`src/rtl/scan_seq_pkg.sv`:
```
// Shared types for the scan test vector sequencer.
// Assumes: nothing beyond IEEE 1800-2017.
package scan_seq_pkg;

    // Run phases of the sequencer
    typedef enum logic [1:0] {
        PH_IDLE  = 2'd0,   // waiting for start, functional mode
        PH_SHIFT = 2'd1,   // loading a pattern (and unloading the previous one)
        PH_CAPT  = 2'd2,   // single functional capture clock
        PH_FLUSH = 2'd3    // unloading the last response with zero filler
    } seq_phase_t;

endpackage

```
`src/rtl/scan_vec_store.sv`:
```
// Pattern storage: one register array per field, one write port,
// a load-side read port (pattern being shifted in / captured) and a
// check-side read port (pattern whose response is being unloaded).
// Assumes: writes happen while the sequencer is idle; no reset on contents.
module scan_vec_store #(
    parameter int CHAIN_LEN = 4,
    parameter int NUM_VEC   = 4,
    parameter int PI_W      = 3,
    parameter int PO_W      = 2,
    parameter int AW        = 2
) (
    input  logic                 clk,
    input  logic                 wr_en,
    input  logic [AW-1:0]        wr_addr,
    input  logic [CHAIN_LEN-1:0] wr_state,
    input  logic [PI_W-1:0]      wr_pi,
    input  logic [CHAIN_LEN-1:0] wr_exp_state,
    input  logic [PO_W-1:0]      wr_exp_po,
    input  logic [AW-1:0]        ld_idx,
    input  logic [AW-1:0]        chk_idx,
    output logic [CHAIN_LEN-1:0] ld_state,
    output logic [PI_W-1:0]      ld_pi,
    output logic [PO_W-1:0]      ld_exp_po,
    output logic [CHAIN_LEN-1:0] chk_exp_state
);

    logic [CHAIN_LEN-1:0] mem_state     [NUM_VEC];
    logic [PI_W-1:0]      mem_pi        [NUM_VEC];
    logic [CHAIN_LEN-1:0] mem_exp_state [NUM_VEC];
    logic [PO_W-1:0]      mem_exp_po    [NUM_VEC];

    // Write one pattern entry; out-of-range addresses are dropped
    always_ff @(posedge clk) begin
        if (wr_en && (int'(wr_addr) < NUM_VEC)) begin
            mem_state[wr_addr]     <= wr_state;
            mem_pi[wr_addr]        <= wr_pi;
            mem_exp_state[wr_addr] <= wr_exp_state;
            mem_exp_po[wr_addr]    <= wr_exp_po;
        end
    end

    // Asynchronous read of the pattern being loaded or captured
    always_comb begin
        ld_state  = mem_state[ld_idx];
        ld_pi     = mem_pi[ld_idx];
        ld_exp_po = mem_exp_po[ld_idx];
    end

    // Asynchronous read of the expected state being unloaded
    always_comb begin
        chk_exp_state = mem_exp_state[chk_idx];
    end

endmodule

```
`src/rtl/scan_seq_fsm.sv`:
```
// Run sequencer: walks shift / capture / flush phases with a bit counter
// and a pattern counter, and remembers which pattern's response is in
// the chain. Start is only honoured in idle.
// Assumes: CHAIN_LEN >= 1 and NUM_VEC >= 1.
module scan_seq_fsm
    import scan_seq_pkg::*;
#(
    parameter int CHAIN_LEN = 4,
    parameter int NUM_VEC   = 4,
    parameter int AW        = 2,
    parameter int BW        = 2
) (
    input  logic          clk,
    input  logic          rst_n,
    input  logic          start,
    output seq_phase_t    phase,
    output logic [BW-1:0] bit_idx,
    output logic [AW-1:0] vec_idx,
    output logic [AW-1:0] chk_idx,
    output logic          run_go,
    output logic          capture,
    output logic          check_shift,
    output logic          last_bit,
    output logic          final_bit
);

    localparam logic [BW-1:0] BIT_LAST = BW'(CHAIN_LEN - 1);
    localparam logic [AW-1:0] VEC_LAST = AW'(NUM_VEC - 1);

    seq_phase_t    phase_q;
    logic [BW-1:0] bit_q;
    logic [AW-1:0] vec_q;
    logic [AW-1:0] chk_q;

    // Decode of the current phase for the datapath and checker
    always_comb begin
        run_go      = (phase_q == PH_IDLE) && start;
        capture     = (phase_q == PH_CAPT);
        check_shift = ((phase_q == PH_SHIFT) && (vec_q != '0)) ||
                      (phase_q == PH_FLUSH);
        last_bit    = (bit_q == BIT_LAST);
        final_bit   = (phase_q == PH_FLUSH) && (bit_q == BIT_LAST);
    end

    // Phase, bit and pattern counters
    always_ff @(posedge clk) begin
        if (!rst_n) begin
            phase_q <= PH_IDLE;
            bit_q   <= '0;
            vec_q   <= '0;
            chk_q   <= '0;
        end else begin
            case (phase_q)
                PH_IDLE: begin
                    if (start) begin
                        phase_q <= PH_SHIFT;
                        bit_q   <= '0;
                        vec_q   <= '0;
                    end
                end
                PH_SHIFT: begin
                    if (bit_q == BIT_LAST) begin
                        phase_q <= PH_CAPT;
                        bit_q   <= '0;
                    end else begin
                        bit_q <= bit_q + 1'b1;
                    end
                end
                PH_CAPT: begin
                    chk_q <= vec_q;
                    bit_q <= '0;
                    if (vec_q == VEC_LAST) begin
                        phase_q <= PH_FLUSH;
                    end else begin
                        phase_q <= PH_SHIFT;
                        vec_q   <= vec_q + 1'b1;
                    end
                end
                PH_FLUSH: begin
                    if (bit_q == BIT_LAST) begin
                        phase_q <= PH_IDLE;
                        bit_q   <= '0;
                    end else begin
                        bit_q <= bit_q + 1'b1;
                    end
                end
                default: phase_q <= PH_IDLE;
            endcase
        end
    end

    assign phase   = phase_q;
    assign bit_idx = bit_q;
    assign vec_idx = vec_q;
    assign chk_idx = chk_q;

endmodule

```
`src/rtl/scan_resp_check.sv`:
```
// Response comparator: judges primary outputs on each capture cycle and
// each unloaded scan bit, folds them into a per-pattern error bit and,
// when the pattern's last bit is judged, counts it as failing at most once.
// Assumes: capture and unload of consecutive patterns never share a cycle.
module scan_resp_check #(
    parameter int PO_W = 2,
    parameter int CW   = 3
) (
    input  logic            clk,
    input  logic            rst_n,
    input  logic            run_go,
    input  logic            capture,
    input  logic [PO_W-1:0] exp_po,
    input  logic [PO_W-1:0] po_obs,
    input  logic            check_shift,
    input  logic            last_bit,
    input  logic            final_bit,
    input  logic            scan_out,
    input  logic            exp_bit,
    output logic            fail,
    output logic [CW-1:0]   fail_count,
    output logic            done
);

    logic          err_acc;
    logic          po_miss;
    logic          bit_miss;
    logic          fail_q;
    logic [CW-1:0] cnt_q;
    logic          done_q;

    // Mismatch detection for the current cycle
    always_comb begin
        po_miss  = capture && (po_obs != exp_po);
        bit_miss = check_shift && (scan_out != exp_bit);
    end

    // Per-pattern accumulation, failing-pattern count, sticky flag, done pulse
    always_ff @(posedge clk) begin
        if (!rst_n) begin
            err_acc <= 1'b0;
            fail_q  <= 1'b0;
            cnt_q   <= '0;
            done_q  <= 1'b0;
        end else if (run_go) begin
            err_acc <= 1'b0;
            fail_q  <= 1'b0;
            cnt_q   <= '0;
            done_q  <= 1'b0;
        end else begin
            done_q <= final_bit;
            if (capture) begin
                err_acc <= po_miss;
            end else if (check_shift) begin
                if (last_bit) begin
                    if (err_acc || bit_miss) begin
                        cnt_q  <= cnt_q + 1'b1;
                        fail_q <= 1'b1;
                    end
                    err_acc <= 1'b0;
                end else begin
                    err_acc <= err_acc || bit_miss;
                end
            end
        end
    end

    assign fail       = fail_q;
    assign fail_count = cnt_q;
    assign done       = done_q;

endmodule

```
`src/rtl/scan_seq_ctrl.sv`:
```
// Top of the scan test vector sequencer. Drives the test-mode line, the
// serial chain input and the primary inputs of the design under test from
// stored patterns, and checks scan_out and po_obs against stored responses.
// Assumes: scan_out and po_obs are combinational views of the design's
// last chain flop and outputs in the same cycle; patterns written while idle.
module scan_seq_ctrl
    import scan_seq_pkg::*;
#(
    parameter int CHAIN_LEN = 4,
    parameter int NUM_VEC   = 4,
    parameter int PI_W      = 3,
    parameter int PO_W      = 2,
    parameter int AW        = (NUM_VEC > 1) ? $clog2(NUM_VEC) : 1,
    parameter int CW        = $clog2(NUM_VEC + 1)
) (
    input  logic                 clk,
    input  logic                 rst_n,
    input  logic                 start,
    input  logic                 wr_en,
    input  logic [AW-1:0]        wr_addr,
    input  logic [CHAIN_LEN-1:0] wr_state,
    input  logic [PI_W-1:0]      wr_pi,
    input  logic [CHAIN_LEN-1:0] wr_exp_state,
    input  logic [PO_W-1:0]      wr_exp_po,
    output logic                 tst_mode,
    output logic                 scan_in,
    output logic [PI_W-1:0]      pi_drive,
    input  logic                 scan_out,
    input  logic [PO_W-1:0]      po_obs,
    output logic                 busy,
    output logic                 done,
    output logic                 fail,
    output logic [CW-1:0]        fail_count
);

    localparam int BW = (CHAIN_LEN > 1) ? $clog2(CHAIN_LEN) : 1;
    localparam logic [BW-1:0] MSB_SEL = BW'(CHAIN_LEN - 1);

    seq_phase_t           phase;
    logic [BW-1:0]        bit_idx;
    logic [AW-1:0]        vec_idx;
    logic [AW-1:0]        chk_idx;
    logic                 run_go;
    logic                 capture;
    logic                 check_shift;
    logic                 last_bit;
    logic                 final_bit;
    logic [CHAIN_LEN-1:0] ld_state;
    logic [PI_W-1:0]      ld_pi;
    logic [PO_W-1:0]      ld_exp_po;
    logic [CHAIN_LEN-1:0] chk_exp_state;
    logic [BW-1:0]        bit_sel;
    logic                 exp_bit;

    scan_vec_store #(
        .CHAIN_LEN(CHAIN_LEN), .NUM_VEC(NUM_VEC),
        .PI_W(PI_W), .PO_W(PO_W), .AW(AW)
    ) u_store (
        .clk          (clk),
        .wr_en        (wr_en),
        .wr_addr      (wr_addr),
        .wr_state     (wr_state),
        .wr_pi        (wr_pi),
        .wr_exp_state (wr_exp_state),
        .wr_exp_po    (wr_exp_po),
        .ld_idx       (vec_idx),
        .chk_idx      (chk_idx),
        .ld_state     (ld_state),
        .ld_pi        (ld_pi),
        .ld_exp_po    (ld_exp_po),
        .chk_exp_state(chk_exp_state)
    );

    scan_seq_fsm #(
        .CHAIN_LEN(CHAIN_LEN), .NUM_VEC(NUM_VEC), .AW(AW), .BW(BW)
    ) u_fsm (
        .clk        (clk),
        .rst_n      (rst_n),
        .start      (start),
        .phase      (phase),
        .bit_idx    (bit_idx),
        .vec_idx    (vec_idx),
        .chk_idx    (chk_idx),
        .run_go     (run_go),
        .capture    (capture),
        .check_shift(check_shift),
        .last_bit   (last_bit),
        .final_bit  (final_bit)
    );

    // Most-significant-first bit selection shared by load and unload
    always_comb begin
        bit_sel = MSB_SEL - bit_idx;
        exp_bit = chk_exp_state[bit_sel];
    end

    // Drive values towards the design under test
    always_comb begin
        tst_mode = !((phase == PH_SHIFT) || (phase == PH_FLUSH));
        scan_in  = (phase == PH_SHIFT) ? ld_state[bit_sel] : 1'b0;
        pi_drive = capture ? ld_pi : '0;
        busy     = (phase != PH_IDLE);
    end

    scan_resp_check #(
        .PO_W(PO_W), .CW(CW)
    ) u_check (
        .clk        (clk),
        .rst_n      (rst_n),
        .run_go     (run_go),
        .capture    (capture),
        .exp_po     (ld_exp_po),
        .po_obs     (po_obs),
        .check_shift(check_shift),
        .last_bit   (last_bit),
        .final_bit  (final_bit),
        .scan_out   (scan_out),
        .exp_bit    (exp_bit),
        .fail       (fail),
        .fail_count (fail_count),
        .done       (done)
    );

endmodule

```
`config.mk`:
```
export PLATFORM = sky130hd
export DESIGN_NAME = scan_seq_ctrl
export DESIGN_NICKNAME = d
export VERILOG_FILES = /design/src/rtl/scan_seq_pkg.sv /design/src/rtl/scan_vec_store.sv /design/src/rtl/scan_seq_fsm.sv /design/src/rtl/scan_resp_check.sv /design/src/rtl/scan_seq_ctrl.sv
export SDC_FILE = /design/constraint.sdc
export NUM_CORES = 1
export LEC_CHECK = 0
export CAP_MARGIN = 15
export CORE_MARGIN = 5
export CORE_UTILIZATION = 55
export DETAILED_ROUTE_END_ITERATION = 10
export PLACE_DENSITY_LB_ADDON = 0.08
export SETUP_SLACK_MARGIN = 0.05
export SYNTH_ARGS = -nofsm -noshare
export SYNTH_HDL_FRONTEND = slang
export SYNTH_SLANG_ARGS = --single-unit
```
`constraint.sdc`:
```
create_clock -name clk -period 2.6 [get_ports clk]
set_input_delay 0.52 -clock clk [delete_from_list [all_inputs] [get_ports clk]]
set_output_delay 0.52 -clock clk [all_outputs]
set_load 0.01 [all_outputs]
```
* Yosys cells after proc, flatten, opt, wreduce, memory -nomap -nowiden *
Memory sizes are Yosys's and may differ from the RTL's. A register that Yosys moved wholly into a read port is not among the register bits.
Index checks and enable logic that the tools add are counted.

word-level totals
  flip-flop bits (word level) = 14
  bits in latches = 0
  RAM bits = 52
  bits in read-only memories = 0
  input port bits = 22
  output and inout port bits = 11
  memories kept = 4

memories
  memory                 words  width  rd ports  clocked after Yosys merged registers in  write ports  line                  text
  u_store.mem_exp_state  4      4      1         1                                        1            scan_vec_store.sv:29  logic [CHAIN_LEN-1:0] mem_exp_state [NUM_VEC];
  u_store.mem_state      4      4      1         1                                        1            scan_vec_store.sv:27  logic [CHAIN_LEN-1:0] mem_state [NUM_VEC];
  u_store.mem_pi         4      3      1         1                                        1            scan_vec_store.sv:28  logic [PI_W-1:0] mem_pi [NUM_VEC];
  u_store.mem_exp_po     4      2      1         1                                        1            scan_vec_store.sv:30  logic [PO_W-1:0] mem_exp_po [NUM_VEC];

cells by class
  add/subtract/negate cells = 4
  multiply operators = 0
  divide/modulo/power cells = 0
  magnitude comparators = 1
  equality and inequality tests = 11
  shift operators = 0
  muxes and demuxes = 29
  bitwise operators = 2
  reductions and logical operators = 19

operators with widths
  cell                 count
  $mux 2               15
  $eq 2x2->1 const B   4
  $mux 1               8
  $ne 2x2->1 const B   4
  $pmux 2 s4           1
  $reduce_bool 2->1    4
  $pmux 2 s3           1
  $reduce_and 3->1     2
  $logic_and 1x1->1    5
  $add 2x1->2 const B  2
  $bmux 1 s2           2
  $pmux 2 s2           1
  $reduce_and 4->1     1
  $reduce_or 2->1      2
  $add 3x1->3 const B  1
  $logic_or 1x1->1     3
  $lt 2x3->1 const B   1
  $mux 3               1
  $eq 2x1->1 const B   1
  $logic_not 2->1      1
  $ne 2x2->1           1
  $not 1->1            2
  $sub 2x2->2 const A  1
  $logic_not 1->1      1
  $ne 1x1->1           1

* Depth between registers and ports, before layout *
Gate-level depths: netlist of run 1.

  depth in word-level cells = 9
  mapped depth = 7

* Cells and area by module *
A second synthesis of run 1 with hierarchy kept.

unflattened totals
  cell total of the unflattened synthesis = 158
  area, all modules = 2,737.6 um^2

modules (own cells, without submodules)
  module           times used  cells each  area an instance (um^2)
  scan_vec_store   1           71          1,909.3
  scan_seq_fsm     1           48          425.4
  scan_resp_check  1           31          312.8
  scan_seq_ctrl    1           8           90.1

* Worst setup path after synthesis of run 1 *
Ideal clock, no wire load.

  path type = register to output
  start point = reg with a tool-made name
  end point = out scan_in
  data arrival time = 1,634 ps
  required time = 2,080 ps
  slack = 446 ps
  stages on the path, launching flop included = 5
  cell sequence = dfxtp_1 -> buf_6 -> mux4_1 -> mux4_2 -> and3_1

RTL lines
  element    line                 text
  to (decl)  scan_seq_ctrl.sv:26  output logic scan_in,

==> metrics.csv, run 1 <==
stage;metric;value;unit
run_status;status;complete, no violations;
cells_and_area;Ant. Diodes;0;
floorplan;Die Height;82.0;µm
global_routing;GRT Overall Usage;17.0;%
timing;# setup viols final;0;
timing;Worst Tran Pin Value;0.393;ns
worst_setup_path;Required @ worst endpoint;2.08;ns
clocking;Clk Latency, worst-skew pair;0.33;ns
routing;drt initial violations;71;
floorplan;Die Wd;82.0;µm
yosys;Synth Flop Type;edfxtp_1;
yosys;Syn Area/Cell;15.6;µm²
power;leakage;1.19;nW
routing;DR vias;1673;
placed_design;Placer Congestion;0.835;
yosys;cell area after synthesis;2850;µm²
timing;setup TNS;0;ns
clocking;CTS Hold Bufs;0;
floorplan;Core Area;5070;µm²
floorplan;row count;26;
cells_and_area;most common cell after layout, fill and taps aside;edfxtp_1;
floorplan;die area;6730;µm²
power;PwrDens;604;nW/µm²
routing;DR pass1 iterations;4;
yosys;synth top area cells;edfxtp_1 55%, dfxtp_1 13%, mux4_1 7.4%;
timing;Fin. Hold Viols;0;
yosys;Mapped Nets;209;
routing;WL per Instance;16.6;µm
worst_setup_path;Max stage delay on crit path;0.51;ns
routing;Post-DRT Antenna Nets;0;
worst_setup_path;CP dominant cell by count;mux4_2;
cells_and_area;fin cells;302;
timing;max-slew violations;0;
run;Max Cap Violations;0;
yosys;Async S/R FF share, synth;0;%
cells_and_area;layout cells sized above 1;16.4;%
clocking;clock-pin slew on the worst setup and hold paths;0.07;ns
worst_setup_path;crit end category;output port;
timing;Worst Skew;0.00708;ns
min_path;Hold Crit Class;flop to flop;
yosys;EDFF count, synth;52;
placed_design;# placed instances;287;
global_routing;vias in the first global route;1700;
yosys;cell accounting for the most synthesized area;edfxtp_1;
clocking;clock sinks;70;
clocking;setup bufs post-CTS;0;
cells_and_area;most frequent cells in the layout;52 x edfxtp_1, 28 x clkdlybuf4s50_1, 17 x nand2_1, 17 x dfxtp_1, 12 x mux2i_1;
worst_setup_path;CP delay by family, top;multiplexers;
cells_and_area;post-layout net count;254;
worst_setup_path;crit path DAT;2.03;ns
yosys;Distinct cells, synth;35;
worst_setup_path;Buf/Inv on CP;1;
worst_setup_path;Setup CP Type;flop to output port;
timing;minimum clock period;2.55;ns
global_routing;first-pass GRT wire length;8230;µm
placed_design;dpl ws;-0.138;ns
min_path;hold_sp;u_check.fail;
worst_setup_path;worst-path maximum fanout;6;
timing;Max Clock Freq;392;MHz
yosys;Syn Inst Count;183;
placed_design;Port-buffer cells;32;
clocking;Num CTS Buffers;9;
timing;setup ws final;0.0464;ns
cells_and_area;area added between synthesis and finish;20.5;%
global_routing;initial antenna violation count;0;
global_routing;grt ovf;0;
worst_setup_path;CP startpoint kind;flop;
placed_design;HPWL Detailed;3590;µm
timing;RSZ-0062 raised after global routing;true;
routing;drt total wl;5020;µm
power;worst ir drop on vdd;475;µV
timing;Worst slew margin;73.1;%
routing;Vias/cell;5.54;
clocking;CTS Buffer Depth;2;
clocking;H-tree Lvls;3;
timing;fin crit share;98.2;%
yosys;sequential area share after synthesis;67.3;%
yosys;post-synthesis sequential element count;70;
power;Final Power;2.08;mW
clocking;clk root buf;clkbuf_8;
floorplan;initial core utilization;56.2;%
routing;# DRC;0;
global_routing;largest net degree at the start of global routing;14;
clocking;CTS tree;done;
worst_setup_path;crit path cell chain;mux4_2 > mux4_2 > and3_4 > buf_6;
worst_setup_path;slowest CP cell;mux4_2;
yosys;Yosys warning total;0;
floorplan;num ports;33;
yosys;post-synth top area share;54.7;%
layout make-up:
cell class | count | area (µm²)
Sequential cell | 70 | 1930
Fill cell | 391 | 1640
Multi-Input combinational cell | 98 | 852
Timing Repair Buffer | 42 | 393
Clock buffer | 9 | 124
Tap cell | 70 | 87.6
Clock inverter | 6 | 30.0
Inverter | 7 | 26.3
stage by stage:
| step | hold WS, ns | util [%] | instance area, µm² |
|---|---|---|---|
| 6_report | 0.464 | 67.8 | 3440 |
| 5_1_grt | 0.493 | 67.8 | 3440 |
| 4_1_cts | 0.469 | 67.7 | 3440 |
| 3_5_place_dp | 0.454 | 64.9 | 3290 |
| 3_3_place_gp | 0.448 | 64.9 | 3290 |
| 2_1_floorplan | 0.436 | - | 2850 |
flip-flops by register name (all words and copies together) (netlist names), 2 cells and up, named ones only:
| register | count |
|---|---|
| u_fsm.phase | 2 |
| u_fsm.vec_idx | 2 |
| u_fsm.bit_idx | 2 |
| u_store.mem_state | 16 |
| u_store.mem_exp_state | 16 |
| u_check.fail_count | 3 |
| u_fsm.chk_idx | 2 |
| u_store.mem_exp_po | 8 |
| u_store.mem_pi | 12 |
where the power goes:
part	total [mW]	switching [mW]	internal, mW
combinational	0.129	0.0590	0.0695
sequential	1.26	0.0149	1.24
clock	0.690	0.361	0.330
routing by layer:
metal	routed length, µm	global-route usage, %	part of all wire [%]
met1	2170	21.0	43
met2	2460	28.4	49
met3	359	5.92	7.2
met4	35	4.49	0.70
met5	0	0	0
what timing repair did:
item | in CTS | in global routing
gates resized for setup | 13 | 2
hold endpoints to repair | 0 | 0
setup endpoints to repair | 4 | 2
pin swaps | 0 | 0
worst reg2reg max path: cells and delay by family (launching register included):
family,cells,cell delay [ns]
flops,1,0.47
xor+xnor,1,0.17
compound gates,1,0.33
mux,3,0.87
synthesized netlist by cell type (3+ instances only):
cell	number
edfxtp_1	52
dfxtp_1	18
nand2_1	17
mux2i_1	12
a21oi_1	10
nor2_1	9
mux4_1	8
and3_1	5
inv_1	5
o21ai_0	5
ha_1	4
mux4_2	4
buf_2	3
nor3_1	3
final timing paths:
| kind | endpoint | slack (ns) | cells past startpoint |
|---|---|---|---|
| hold / removal | u_check.fail | 0.46 | 1 |
| setup reg to reg | u_check.fail_count[1] | 0.69 | 5 |
| setup / recovery | scan_in | 0.05 | 4 |
| hold reg to reg | u_check.fail | 0.46 | 1 |
kinds of logic after synthesis:
| kind of cell | count (synthesis) | share of synthesized area (%) |
|---|---|---|
| AO/OA/AOI/OAI | 24 | 5.17 |
| flip-flops | 70 | 67.3 |
| XOR/XNOR | 4 | 1.49 |
| AND/OR/NAND/NOR | 42 | 6.88 |
| buffers and inverters | 15 | 2.63 |
| multiplexers | 24 | 14.7 |
| adder cells (fa/ha/maj) | 4 | 1.75 |
(Power assumes the default switching activity.)
==> inputs of run 2 (changes only) <==
--- a/config.mk
+++ b/config.mk
@@ -5,8 +5,9 @@
 export SDC_FILE = /design/constraint.sdc
 export NUM_CORES = 1
 export LEC_CHECK = 0
+export ABC_AREA = 1
 export CAP_MARGIN = 15
-export CORE_MARGIN = 5
+export CORE_MARGIN = 2
 export CORE_UTILIZATION = 55
 export DETAILED_ROUTE_END_ITERATION = 10
 export PLACE_DENSITY_LB_ADDON = 0.08
==> constraint.sdc (replaced) <==
create_clock -name clk -period 2.6 [get_ports clk]
set_input_delay 0.52 -clock clk [delete_from_list [all_inputs] [get_ports clk]]
set_output_delay 0.52 -clock clk [all_outputs]
set_load 0.02 [all_outputs]
==> metrics.csv, run 2 <==
stage;metric;value;unit;change
run_status;status;complete, no violations;;
routing;drt total wl;5430;µm;+8.2%
yosys;Mapped Nets;298;;+43%
cells_and_area;post-layout net count;345;;+36%
global_routing;first-pass GRT wire length;8980;µm;+9.1%
floorplan;Die Wd;76.8;µm;-6.4%
floorplan;initial core utilization;57.0;%;+0.79 points
floorplan;num ports;33;;unchanged
placed_design;HPWL Detailed;3910;µm;+8.8%
global_routing;grt ovf;0;;unchanged
clocking;Num CTS Buffers;9;;unchanged
worst_setup_path;worst-path maximum fanout;14;;+8
clocking;clk root buf;clkbuf_8;;
clocking;clock sinks;70;;unchanged
timing;setup TNS;0;ns;unchanged
global_routing;initial antenna violation count;0;;unchanged
timing;fin crit share;93.4;%;-4.8 points
timing;RSZ-0062 raised after global routing;false;;
yosys;post-synth top area share;53.6;%;-1.1 points
cells_and_area;top flop regs;u_store.mem_exp_state (16), u_store.mem_state (16), u_store.mem_pi (12);;
worst_setup_path;crit end category;output port;;
yosys;Distinct cells, synth;28;;-20%
yosys;post-synthesis sequential element count;70;;unchanged
worst_setup_path;Required @ worst endpoint;2.08;ns;about the same
yosys;synth cell count leaders;52 x edfxtp_1, 42 x nand2_1, 37 x inv_1;;
min_path;Hold Crit Class;flop to flop;;
power;leakage;1.44;nW;+21%
floorplan;die area;5890;µm²;-12%
clocking;CTS Buffer Depth;2;;unchanged
cells_and_area;most common cell after layout, fill and taps aside;edfxtp_1;;
global_routing;vias in the first global route;1967;;+16%
global_routing;GRT Overall Usage;20.1;%;+3.1 points
worst_setup_path;CP startpoint kind;flop;;
yosys;Syn Inst Count;272;;+49%
yosys;Yosys warning total;0;;unchanged
power;PwrDens;613;nW/µm²;+1.5%
yosys;cell accounting for the most synthesized area;edfxtp_1;;
timing;Worst slew margin;69.6;%;-3.5 points
routing;Post-DRT Antenna Nets;0;;unchanged
yosys;synth top area cells;edfxtp_1 54%, dfxtp_1 12%, nand2_1 5.4%;;
yosys;sequential area share after synthesis;66.0;%;-1.4 points
timing;Worst Tran Pin Value;0.456;ns;+0.0626 ns
yosys;cell area after synthesis;2910;µm²;+2.1%
run;Max Cap Violations;0;;unchanged
clocking;CTS tree;done;;
routing;WL per Instance;13.8;µm;-17%
clocking;H-tree Lvls;3;;unchanged
cells_and_area;layout cells sized above 1;13.6;%;-2.8 points
cells_and_area;Ant. Diodes;0;;unchanged
clocking;clock-pin slew on the worst setup and hold paths;0.07;ns;about the same
worst_setup_path;crit path DAT;1.91;ns;-0.12 ns
timing;minimum clock period;2.43;ns;-0.125 ns
timing;max-slew violations;0;;unchanged
timing;# setup viols final;0;;unchanged
floorplan;Core Area;5110;µm²;+0.64%
cells_and_area;area added between synthesis and finish;22.5;%;
placed_design;Placer Congestion;0.829;;-0.64%
routing;Vias/cell;5.10;;-8.0%
routing;drt initial violations;87;;+23%
clocking;Clk Latency, worst-skew pair;0.34;ns;about the same
cells_and_area;most frequent cells in the layout;52 x edfxtp_1, 42 x nand2_1, 36 x inv_1;;
worst_setup_path;Setup CP Type;flop to output port;;
placed_design;Port-buffer cells;32;;unchanged
floorplan;row count;26;;unchanged
routing;DR vias;2009;;+20%
yosys;Syn Area/Cell;10.7;µm²;-31%
timing;Max Clock Freq;412;MHz;+5.2%
yosys;Synth Flop Type;edfxtp_1;;
timing;Fin. Hold Viols;0;;unchanged
yosys;most instantiated library cell after synthesis;edfxtp_1;;
cells_and_area;Finished Core Util;69.8;%;+2.1 points
timing;Worst Skew;0.00627;ns;-0.000810 ns
routing;DR pass1 iterations;4;;unchanged
power;worst ir drop on vdd;613;µV;+29%
global_routing;largest net degree at the start of global routing;15;;+1
yosys;Async S/R FF share, synth;0;%;unchanged
clocking;CTS Hold Bufs;0;;unchanged
routing;# DRC;0;;unchanged
yosys;EDFF count, synth;52;;unchanged
clocking;setup bufs post-CTS;0;;unchanged
floorplan;Die Height;76.8;µm;-6.4%
[run 2: repair_timing]
item / in CTS / in global routing
gates cloned: 0 / 0
gates resized for setup: 3 / 6
endpoints found under the setup margin: 4 / 4
[run 2: power breakdown]
part           switching [mW]  internal (mW)  total [mW]
combinational           0.104         0.0816       0.185
sequential             0.0248           1.25        1.28
clock                   0.391          0.337       0.727
[run 2: layout make-up]
| type | count | area (µm²) |
|---|---|---|
| flip-flops and latches | 70 | 1920 |
| fillers | 391 | 1540 |
| multi-input cells | 157 | 822 |
| repair buffers | 41 | 407 |
| inverters | 40 | 161 |
| clock buffers | 9 | 124 |
| well taps | 70 | 87.6 |
| clock inverters | 7 | 41.3 |
[run 2: final timing paths]
path / start / to / slack (ns) / cells past startpoint
max: flop / scan_in / 0.17 / 6
max reg2reg: flop / u_check.fail / 0.91 / 12
min reg2reg: u_check.fail / u_check.fail / 0.50 / 2
min: u_check.fail / u_check.fail / 0.50 / 2
[run 2: logic make-up after synthesis]
kind of cell / after synthesis / share of synthesized area [%]
buf+inv: 45 / 6.49
compound gates: 46 / 9.11
fa+ha+maj: 4 / 1.72
simple gates: 105 / 16.1
flops: 70 / 66.0
xor+xnor: 2 / 0.601
[run 2: routing by layer]
| layer | share of wire [%] | global-route usage, % | vias to the layer above |
|---|---|---|---|
| li1 | - | - | 1014 |
| met1 | 48 | 26.7 | 933 |
| met2 | 46 | 31.3 | 54 |
| met3 | 5.1 | 6.94 | 8 |
| met4 | 1.3 | 6.18 | 0 |
| met5 | 0 | 0 | - |
[run 2: stage by stage]
step / total power [mW] / hold slack (ns) / std cells / setup WS [ns] / area, µm²
after floorplan: 1.39 / 0.465 / 272 / 0.508 / 2910
after global placement: 1.48 / 0.439 / 378 / 0.164 / 3390
after detailed placement: 1.48 / 0.496 / 378 / 0.122 / 3390
after CTS: 2.21 / 0.507 / 394 / 0.0777 / 3560
after global routing: 2.27 / 0.538 / 394 / 0.0518 / 3570
final: 2.19 / 0.499 / 394 / 0.172 / 3570
[run 2: critical path, stage by stage, from the launching register on]
cell and delay, ns:
dfxtp_2 0.39, inv_2 0.16, o21ai_0 0.10, o221ai_1 0.17, nand3_1 0.10, a311oi_1 0.28
dlygate4sd1_1 0.36
==> inputs of run 3 (changes only) <==
--- a/config.mk
+++ b/config.mk
@@ -6,9 +6,9 @@
 export NUM_CORES = 1
 export LEC_CHECK = 0
 export ABC_AREA = 1
-export CAP_MARGIN = 15
 export CORE_MARGIN = 2
 export CORE_UTILIZATION = 55
+export CTS_BUF_LIST = sky130_fd_sc_hd__clkbuf_2
 export DETAILED_ROUTE_END_ITERATION = 10
 export PLACE_DENSITY_LB_ADDON = 0.08
 export SETUP_SLACK_MARGIN = 0.05
==> metrics.csv, run 3 (synthesized netlist as in run 2, its figures left out) <==
stage;metric;value;unit;change
run_status;status;complete, no violations;;
routing;DR pass1 iterations;4;;unchanged
worst_setup_path;worst reg-to-reg path cell count;12;;unchanged
timing;fin crit share;92.5;%;-0.86 points
placed_design;Placer Congestion;0.829;;unchanged
clocking;Num CTS Buffers;9;;unchanged
clocking;CTS Buffer Depth;2;;unchanged
timing;Worst slew margin;69.5;%;about the same
routing;WL per Instance;13.9;µm;+1.1%
power;PwrDens;563;nW/µm²;-8.3%
clocking;clock sinks;70;;unchanged
routing;DR vias;2057;;+2.4%
timing;RSZ-0062 raised after global routing;false;;
worst_setup_path;crit path DAT;1.89;ns;-0.02 ns
global_routing;GRT Overall Usage;20.2;%;+0.13 points
power;switching power of the nets;0.507;mW;-2.3%
power;part of the power in the clock network;25.3;%;-7.9 points
run;Max Cap Violations;0;;unchanged
global_routing;largest net degree at the start of global routing;15;;unchanged
power;switching share of power;25.9;%;+2.2 points
timing;Worst Tran Pin Value;0.457;ns;+0.00103 ns
timing;max-slew violations;0;;unchanged
worst_setup_path;slowest CP cell;dfxtp_4;;
clocking;Clk Latency, worst-skew pair;0.51;ns;+0.17 ns
floorplan;Die Height;76.8;µm;unchanged
cells_and_area;most common cell after layout, fill and taps aside;edfxtp_1;;
cells_and_area;area added between synthesis and finish;19.3;%;
global_routing;first-pass GRT wire length;8990;µm;about the same
worst_setup_path;CP startpoint kind;flop;;
power;combinational fraction of design power;9.6;%;+1.1 points
floorplan;num ports;33;;unchanged
cells_and_area;post-route cell area;3480;µm²;-2.6%
cells_and_area;top flop regs;u_store.mem_exp_state (16), u_store.mem_state (16), u_store.mem_pi (12);;
timing;# setup viols final;0;;unchanged
global_routing;initial antenna violation count;0;;unchanged
clocking;clk root buf;clkbuf_2;;
min_path;hold_sp;u_check.fail;;
power;worst ir drop on vdd;399;µV;-35%
timing;setup TNS;0;ns;unchanged
placed_design;Port-buffer cells;32;;unchanged
cells_and_area;layout cells sized above 1;14.8;%;+1.2 points
floorplan;Core Area;5110;µm²;unchanged
global_routing;vias in the first global route;1965;;-0.10%
cells_and_area;post-layout net count;345;;unchanged
routing;Post-DRT Antenna Nets;0;;unchanged
clocking;CTS Hold Bufs;0;;unchanged
timing;minimum clock period;2.41;ns;-0.0225 ns
routing;# DRC;0;;unchanged
clocking;CTS tree;done;;
clocking;clock-pin slew on the worst setup and hold paths;0.18;ns;+0.11 ns
global_routing;grt ovf;0;;unchanged
timing;Worst Skew;0.0129;ns;+0.00665 ns
routing;drt initial violations;82;;-5.7%
worst_setup_path;Required @ worst endpoint;2.08;ns;about the same
routing;Vias/cell;5.22;;+2.4%
floorplan;initial core utilization;57.0;%;unchanged
floorplan;row count;26;;unchanged
timing;Fin. Hold Viols;0;;unchanged
min_path;Hold Crit Class;flop to flop;;
routing;drt total wl;5490;µm;+1.1%
power;register share of total power;65.2;%;+6.9 points
worst_setup_path;worst reg-to-reg setup slack;0.89;ns;-0.02 ns
cells_and_area;most frequent cells in the layout;52 x edfxtp_1, 42 x nand2_1, 36 x inv_1;;
floorplan;Die Wd;76.8;µm;unchanged
worst_setup_path;Reg-to-Reg End;u_check.fail;;
clocking;setup bufs post-CTS;0;;unchanged
placed_design;dpl cell area;3390;µm²;unchanged
clocking;H-tree Lvls;3;;unchanged
min_path;hold path depth;2;;unchanged
cells_and_area;Ant. Diodes;0;;unchanged
min_path;Hold Path Sink;u_check.fail;;
timing;Max Clock Freq;416;MHz;+0.93%
worst_setup_path;Max stage delay on crit path;0.42;ns;+0.03 ns
power;leakage;1.36;nW;-5.2%
worst_setup_path;crit path cell chain;inv_2 > o21ai_0 > o221ai_1 > nand3_1 > a311oi_2 > buf_2;;
floorplan;die area;5890;µm²;unchanged
power;internal power;1.45;mW;-13%
worst_setup_path;Setup CP Type;flop to output port;;
worst_setup_path;crit end category;output port;;
clocking;Post-CTS Resized;12;;+9
worst_setup_path;worst-path maximum fanout;10;;-4
placed_design;HPWL Detailed;3910;µm;unchanged
-- run 3: changes by cell type in the layout (fill, tap and decap cells not counted), sizes merged --
cell / delta
dlymetal6s2s: -3
clkbuf: +2
buf: +1
clkinvlp: -1
dlygate4sd1: -1
dlygate4sd2: +1
inv: +1
-- run 3: how the worst max path moves through the flow --
stage | endpoint | slack, ns | depth (start not counted)
2_1_floorplan | scan_in | 0.51 | 7
3_3_place_gp | scan_in | 0.16 | 5
4_1_cts | scan_in | 0.10 | 6
5_1_grt | pi_drive[1] | 0.06 | 6
3_5_place_dp | scan_in | 0.12 | 5
6_report | scan_in | 0.19 | 6
-- run 3: cell type report --
class | count | area, µm²
Clock inverter | 7 | 41.3
Sequential cell | 70 | 1930
Inverter | 40 | 160
Tap cell | 70 | 87.6
Timing Repair Buffer | 41 | 384
Clock buffer | 9 | 45.0
Multi-Input combinational cell | 157 | 828
Fill cell | 403 | 1630
-- run 3: worst max-delay path: cells and delay by family (launching register included) --
kind | cells | cell delay (ns)
buf+inv | 2 | 0.34
flops | 1 | 0.42
simple gates | 1 | 0.11
compound gates | 3 | 0.50
-- run 3: power by group through the flow --
stage	combinational [mW]	sequential (mW)	clock (mW)
after floorplan	0.107	1.29	0
after global placement	0.182	1.30	0
final	0.187	1.27	0.494
after CTS	0.186	1.27	0.511
after detailed placement	0.186	1.30	0
after global routing	0.209	1.28	0.546
-- run 3: stage by stage --
stage                     setup slack (ns)  utilization [%]  hold WS, ns  total power, mW  cells
after global routing                0.0590             68.1        0.549             2.03    394
after global placement               0.164             66.4        0.439             1.48    378
after floorplan                      0.508                -        0.465             1.39    272
after CTS                            0.101             68.0        0.518             1.97    394
after detailed placement             0.122             66.4        0.496             1.48    378
final                                0.194             68.1        0.507             1.96    394
-- run 3: metal layers --
layer  global-route usage, %  vias up  wire length (µm)
met1                    27.0      962              2520
li1                        -     1017                 -
met3                    5.65       14               333
met4                    9.45        0               114
met5                       0        -                 0
met2                    30.8       64              2520
